--- src/rtl/burst_pkg.sv ---
package burst_pkg;

  typedef enum logic {
    ORD_LINEAR = 1'b0,
    ORD_XOR    = 1'b1
  } burst_order_e;

  typedef enum logic [1:0] {
    ACT_HOLD = 2'd0,
    ACT_LOAD = 2'd1,
    ACT_STEP = 2'd2
  } burst_act_e;

endpackage

--- src/rtl/burst_seq_ctrl.sv ---
module burst_seq_ctrl
  import burst_pkg::*;
(
  input  logic       suspend,
  input  logic       advance,
  input  logic       sel,
  output burst_act_e act
);

  always_comb begin
    act = ACT_HOLD;
    if (!suspend) begin
      if (advance) begin
        act = ACT_STEP;
      end else if (sel) begin
        act = ACT_LOAD;
      end
    end
  end

endmodule

--- src/rtl/burst_beat_cnt.sv ---
module burst_beat_cnt
  import burst_pkg::*;
#(
  parameter int BEAT_W = 2
) (
  input  logic              clk,
  input  logic              rst_n,
  input  burst_act_e        act,
  input  logic [BEAT_W-1:0] start_in,
  input  logic              order_in,
  output logic [BEAT_W-1:0] start_q,
  output logic [BEAT_W-1:0] beat_q,
  output burst_order_e      order_q
);

  localparam logic [BEAT_W-1:0] BEAT_ONE = BEAT_W'(1);

  logic [BEAT_W-1:0] start_d;
  logic [BEAT_W-1:0] beat_d;
  burst_order_e      order_d;

  always_comb begin
    start_d = start_q;
    beat_d  = beat_q;
    order_d = order_q;
    case (act)
      ACT_LOAD: begin
        start_d = start_in;
        beat_d  = '0;
        order_d = burst_order_e'(order_in);
      end
      ACT_STEP: begin
        beat_d = beat_q + BEAT_ONE;
      end
      default: ;
    endcase
  end

  always_ff @(posedge clk or negedge rst_n) begin
    if (!rst_n) begin
      start_q <= '0;
      beat_q  <= '0;
      order_q <= ORD_LINEAR;
    end else begin
      start_q <= start_d;
      beat_q  <= beat_d;
      order_q <= order_d;
    end
  end

  assert_step_one_beat_R3: assert property (@(posedge clk) disable iff (!rst_n)
    (act == ACT_STEP) |=> (beat_q == $past(beat_q) + BEAT_ONE));

  assert_load_clears_beat_R2: assert property (@(posedge clk) disable iff (!rst_n)
    (act == ACT_LOAD) |=> (beat_q == '0));

  assert_order_only_on_load_R10: assert property (@(posedge clk) disable iff (!rst_n)
    (act != ACT_LOAD) |=> $stable(order_q));

endmodule

--- src/rtl/burst_offset_map.sv ---
module burst_offset_map
  import burst_pkg::*;
#(
  parameter int BEAT_W = 2
) (
  input  logic [BEAT_W-1:0] start,
  input  logic [BEAT_W-1:0] beat,
  input  burst_order_e      order,
  output logic [BEAT_W-1:0] offs
);

  logic [BEAT_W-1:0] lin_offs;
  logic [BEAT_W-1:0] xor_offs;

  assign lin_offs = start + beat;

  for (genvar b = 0; b < BEAT_W; b++) begin : g_xor_bit
    assign xor_offs[b] = start[b] ^ beat[b];
  end

  always_comb begin
    offs = (order == ORD_XOR) ? xor_offs : lin_offs;
  end

endmodule

--- src/rtl/burst_addr_gen.sv ---
module burst_addr_gen
  import burst_pkg::*;
#(
  parameter int ADDR_W = 20,
  parameter int BEAT_W = 2
) (
  input  logic              clk,
  input  logic              rst_n,
  input  logic              suspend,
  input  logic              advance,
  input  logic              sel,
  input  logic              interleave,
  input  logic [ADDR_W-1:0] ext_addr,
  output logic [ADDR_W-1:0] word_addr
);

  localparam int HI_W = ADDR_W - BEAT_W;

  burst_act_e        act;
  logic [BEAT_W-1:0] start_q;
  logic [BEAT_W-1:0] beat_q;
  burst_order_e      order_q;
  logic [BEAT_W-1:0] offs;
  logic [HI_W-1:0]   hi_d;
  logic [HI_W-1:0]   hi_q;

  burst_seq_ctrl u_ctrl (
    .suspend (suspend),
    .advance (advance),
    .sel     (sel),
    .act     (act)
  );

  burst_beat_cnt #(.BEAT_W(BEAT_W)) u_cnt (
    .clk      (clk),
    .rst_n    (rst_n),
    .act      (act),
    .start_in (ext_addr[BEAT_W-1:0]),
    .order_in (interleave),
    .start_q  (start_q),
    .beat_q   (beat_q),
    .order_q  (order_q)
  );

  burst_offset_map #(.BEAT_W(BEAT_W)) u_map (
    .start (start_q),
    .beat  (beat_q),
    .order (order_q),
    .offs  (offs)
  );

  always_comb begin
    hi_d = hi_q;
    if (act == ACT_LOAD) begin
      hi_d = ext_addr[ADDR_W-1:BEAT_W];
    end
  end

  always_ff @(posedge clk or negedge rst_n) begin
    if (!rst_n) begin
      hi_q <= '0;
    end else begin
      hi_q <= hi_d;
    end
  end

  assign word_addr = {hi_q, offs};

  assert_load_captures_R2: assert property (@(posedge clk) disable iff (!rst_n)
    (!suspend && !advance && sel) |=> (word_addr == $past(ext_addr)));

  assert_suspend_holds_R8: assert property (@(posedge clk) disable iff (!rst_n)
    suspend |=> $stable(word_addr));

  assert_unselected_load_ignored_R9: assert property (@(posedge clk) disable iff (!rst_n)
    (!suspend && !advance && !sel) |=> $stable(word_addr));

  assert_upper_fixed_R6: assert property (@(posedge clk) disable iff (!rst_n)
    (!suspend && advance) |=> (word_addr[ADDR_W-1:BEAT_W] == $past(word_addr[ADDR_W-1:BEAT_W])));

  assert_linear_step_R4: assert property (@(posedge clk) disable iff (!rst_n)
    (!suspend && advance && order_q == ORD_LINEAR)
      |=> (word_addr[BEAT_W-1:0] == $past(word_addr[BEAT_W-1:0]) + BEAT_W'(1)));

  assert_xor_offset_R5: assert property (@(posedge clk) disable iff (!rst_n)
    (order_q == ORD_XOR) |-> ((word_addr[BEAT_W-1:0] ^ start_q) == beat_q));

endmodule

--- config.mk ---
export PLATFORM = sky130hd
export DESIGN_NAME = burst_addr_gen
export DESIGN_NICKNAME = d
export VERILOG_FILES = /design/src/rtl/burst_pkg.sv /design/src/rtl/burst_seq_ctrl.sv /design/src/rtl/burst_beat_cnt.sv /design/src/rtl/burst_offset_map.sv /design/src/rtl/burst_addr_gen.sv
export SDC_FILE = /design/constraint.sdc
export NUM_CORES = 1
export LEC_CHECK = 0
export BUFFER_PORTS_ARGS = -buffer_cell sky130_fd_sc_hd__buf_2
export CORE_UTILIZATION = 49
export CTS_CLUSTER_DIAMETER = 60
export CTS_CLUSTER_SIZE = 30
export DETAILED_ROUTE_END_ITERATION = 16
export GPL_TIMING_DRIVEN = 0
export PLACE_DENSITY = 0.93
export SLEW_MARGIN = 10
export SYNTH_ARGS = -nofsm -noshare
export SYNTH_HDL_FRONTEND = slang
export SYNTH_SLANG_ARGS = --single-unit
--- constraint.sdc ---
create_clock -name clk -period 2 [get_ports clk]
set_clock_uncertainty 0.15 [all_clocks]
set_input_delay 0.1 -clock clk [delete_from_list [all_inputs] [get_ports clk]]
set_output_delay 0.1 -clock clk [all_outputs]
set_load 0.01 [all_outputs]
# == After elaboration in Yosys (flattened, before gate mapping) ==
# Index checks and enable logic that the tools add are counted.
# Widths: inputs -> output; s select.
# word_totals
regBits,23
out_inout_bits,20
latchBits,0
mem_bits_ro,0
input_bits,26
ramBits,0
mem_count,0
# classes
order_cmp,0
reduce_logical,1
eq_ne,2
bitwise,2
addsub,2
muxes,5
mul,0
shifts,0
n_div,0
# op_table
cell,count
$mux 2,3
$pmux 2 s2,1
$add 2x1->2 const B,1
$add 2x2->2,1
$eq 2x1->1 const B,1
$eq 2x2->1 const B,1
$reduce_bool 2->1,1
$xor 1x1->1,2
$mux 1,1

# == Longest topological paths before layout ==
# depth
depth_word,5
depth_mapped,5
ltp_nobuf,5

# == By module ==
# From an unflattened synthesis, not the netlist that was laid out.
# unflattened
cells_unflattened,64
hier_area_um2,1019.7
# by_module_without_submodules
module,area_each_um2,cells_per_inst,seq_area_each_um2,instances
burst_addr_gen,735.7,39,450.4,1
burst_beat_cnt,229.0,19,125.1,1
burst_offset_map,36.3,4,0.0,1
burst_seq_ctrl,18.8,2,0.0,1

# == Worst setup path after synthesis ==
# No wires, ideal clock.
# synth_path
path_type,input to register
startpoint,input suspend
endpoint,register hi_q[0]
stages,5
path_slack_ps,707
arrival_ps,1017
path_buffers,1
path_cell_list,nor2_1 > and2_1 > ha_1 > buf_6 > mux2_4
# synth_via
elab_chain_cells,2
# synth_lines
element,line_no,text
start: declaration,burst_addr_gen.sv:9,"input logic suspend,"
$mux 2,burst_seq_ctrl.sv:12,if (!suspend) begin
$eq 2x1->1,burst_addr_gen.sv:54,if (act == ACT_LOAD) begin
end signal: assignment,burst_addr_gen.sv:63,hi_q <= hi_d;
end: declaration,burst_addr_gen.sv:25,logic [HI_W-1:0] hi_q;
# No other way between the ends.
# A chain may end at the register's enable or synchronous reset.

# == Worst setup path after layout ==
# layout_path
startpoint,register u_cnt.beat_q[0]
endpoint,output word_addr[1]
# layout_via
elab_chain_cells,2
# layout_lines
element,line_no,text
start: declaration,burst_beat_cnt.sv:12,"output logic [BEAT_W-1:0] beat_q,"
start signal: assignment,burst_beat_cnt.sv:46,beat_q <= beat_d;
$add 2x2->2,burst_offset_map.sv:15,assign lin_offs = start + beat;
$mux 2,burst_offset_map.sv:22,offs = (order == ORD_XOR) ? xor_offs : lin_offs;
end: declaration,burst_addr_gen.sv:14,output logic [ADDR_W-1:0] word_addr
# No other way between the ends.

==> parameters.txt <==
Parameter                              Value

Run status
  Status ... finished clean

Timing
  Max Clk Rate ... 630.9 MHz
  Worst hold slack ... 120.9 ps
  Number of hold violations in the final report ... 0
  Final worst-path cycle share ... 0.7925
  Slew at the pin with the worst max-slew slack ... 486.9 ps
  Fin. max-slew vios ... 0
  Unrepaired setup endpoints after global routing ... no
  Setup tns final ... 0 ps
  # setup viols final ... 0
  Post-layout minimum cycle time ... 1585 ps
  Rel. slew slack ... 0.6754

Synthesis
  Synth Area in Adders ... 0.03623
  Area fraction in and, or, nand and nor cells after synthesis ... 0.04952
  Yosys warning total ... 0
  Area share of the largest cell type after synthesis ... 0.5556
  #FFs+latches synth ... 23
  Cells after Synth ... 64
  Xor/xnor cell area share of the yosys netlist ... 0.01691
  Largest area contributor in the synthesized netlist ... dfrtp_1
  Compound-gate portion of the synthesized area ... 0.01208
  Portion of the post-synthesis area used by sequential elements ... 0.5556
  Multiplexer share of the synthesized area ... 0.3007
  Count of unique library cells instantiated by Yosys ... 15
  Post-synth net total ... 93
  Post-Synthesis Mean Instance Area ... 16.19 um^2
  Combined area of all synthesized cells ... 0.001036 mm^2
  Synth area leaders ... dfrtp_1, mux2_4, ha_1
  Combinational family with the most area after synthesis ... multiplexers

Global route
  Global router's overall resource usage ... 0.2008
  Vias in the first global route ... 687
  Global-route wire length before repair ... 3098 um
  Antenna violations before repair ... 0
  Pin count of the biggest net entering global routing ... 24
  Remaining global-route overflow ... 0

Clock tree
  Root Buffer Master ... clkbuf_4
  Clock edge transition at the registers on the reported setup and hold paths ... 130 ps
  Hold_buf cts ... 22
  Maximum number of buffers from clock root to sink ... 2
  Clock Sinks ... 23
  Insertion delay of the later-clocked pin in the worst-skew pair ... 300 ps
  Post-cts gate resize count ... 0
  Setup Fix Bufs, Post-CTS ... 0
  TritonCTS Buffers ... 3
  TritonCTS clock tree ... built
  H-Tree Depth ... 1

Finish
  Number of antenna diodes ... 0
  Number of fillers in the final layout ... 117
  Fraction of final layout cells sized beyond drive strength 1 ... 0.5333
  Number of standard cells in the final layout excluding fillers ... 162
  Layout Nets ... 165
  Register area ... 575.6 um^2
  Footprint of the multi-input gates ... 430.4 um^2
  Layout-stage area growth over the synthesis result ... 48.91%

Placed design
  Total half-perimeter wirelength after legalization and detailed placement ... 1528 um
  Routability Congestion ... 0.6553
  Count of input and output buffers ... 45
  Placed insts ... 136

Floorplan
  Die area ... 0.002302 mm^2
  Floorplan Core Area ... 0.001982 mm^2
  Height of the chip ... 47.98 um
  Boundary Pins ... 46
  Effective utilization at floorplan ... 0.5227
  Num rows ... 16
  Width of the chip ... 47.98 um

Routing
  DRT Wirelength ... 2235 um
  Vias per std cell ... 4.790
  Final ANT Viol Nets ... 0
  Number of remaining DRC errors ... 0
  Average wire per standard cell ... 13.80 um
  Count of vias placed by the detailed router ... 776
  Drt pass-1 iters ... 4
  Violation count after the first detailed-routing iteration ... 7

Power
  Leakage power of the design ... 0.7717 nW
  Pwr Total ... 0.001242 W
  Worst voltage drop across the vdd grid ... 0.5482 mV
  Areal power density over the cells ... 804.8 mW/mm^2

Setup path
  Critical path data arrival time ... 1330 ps
  Reg-to-Reg Start ... u_cnt.beat_q[0]
  Endpoint class of the critical path ... primary output
  Largest driver fanout on the critical path ... 4
  Source of the critical timing path ... u_cnt.beat_q[0]
  Category of the critical setup timing path ... reg2out
  Crit start category ... flip-flop
  Register-to-register setup slack ... 1000 ps
  CP Data Required Time ... 1750 ps

Job
  Maximum capacitance violations ... 0

Min path
  Hold/Removal Path Class ... in2async
[cells in the mapped netlist, drive strengths merged]
cell / n
and2: 1
buf: 2
dfrtp: 23
ha: 3
inv: 2
mux2: 21
nand2: 3
nand2b: 1
nand4bb: 1
nor2: 1
nor2b: 2
o211ai: 1
o21ai: 1
xnor2: 2
[worst max-delay path, stage by stage, from the launching register on]
cell	delay, ps
dfrtp_1	440
ha_1	190
nor2b_1	130
xnor2_1	120
buf_2	140
[where the power goes]
| part | internal (W) | switching [W] | leakage (nW) |
|---|---|---|---|
| combinational | 0.000250 | 0.000158 | 0.477 |
| sequential | 0.000562 | 0.0000616 | 0.277 |
| clock | 0.0000745 | 0.000136 | 0.0177 |
| total | 0.000887 | 0.000355 | 0.772 |
[routing by layer]
| layer | up-vias | wire length [um] | global-route usage |
|---|---|---|---|
| li1 | 361 | - | - |
| met1 | 382 | 919 | 0.2434 |
| met2 | 29 | 1195 | 0.3568 |
| met3 | 4 | 87 | 0.04906 |
| met4 | 0 | 33 | 0.05000 |
| met5 | - | 0 | 0 |
[flip-flops by register name, summed over array words and instances (netlist names)]
signal / flops
hi_q: 18
u_cnt.beat_q: 2
u_cnt.order_q: 1
u_cnt.start_q: 2
[logic make-up after synthesis]
logic type / after synthesis
multiplexers: 21
buffers and inverters: 4
adder cells (fa/ha/maj): 3
flip-flops: 23
XOR/XNOR: 2
AO/OA/AOI/OAI: 2
AND/OR/NAND/NOR: 9
[cell type report]
type                            instances  area share
Buffer                                  2     0.01460
Clock buffer                            3     0.01460
Clock inverter                          1    0.003244
Inverter                                2    0.004866
Multi-Input combinational cell         37      0.2790
Sequential cell                        23      0.3731
Tap cell                               27     0.02190
Timing Repair Buffer                   67      0.2887
[path summary, 6_finish.rpt]
kind,to,cells past startpoint
setup / recovery,word_addr[1],4
hold / removal,hi_q[12],2
setup reg to reg,u_cnt.beat_q[0],2
hold reg to reg,hi_q[7],1
max in group asynchronous,hi_q[14],2
min in group clk,u_cnt.beat_q[0],5
[stage by stage]
| step | utilization | cell area (um^2) | setup WS, ps |
|---|---|---|---|
| 2_1_floorplan | - | 1036 | 707.5 |
| 3_3_place_gp | 0.6534 | 1295 | 538.1 |
| 3_5_place_dp | 0.6534 | 1295 | 501.0 |
| 4_1_cts | 0.7784 | 1543 | 411.4 |
| 5_1_grt | 0.7784 | 1543 | 345.3 |
| 6_report | 0.7784 | 1543 | 415.0 |
[cell usage in the layout, fill, tap and decap left out, types with 2 or more instances in the layout]
master	synthesis	routed
dlygate4sd3_1	0	22
nor2b_1	2	2
dfrtp_1	23	23
ha_1	3	3
buf_2	0	45
inv_1	2	2
mux2_4	20	20
xnor2_1	2	2
clkbuf_4	0	3
buf_6	2	2
nand2_1	3	3
No activity file was read; power rests on OpenSTA's default activity.
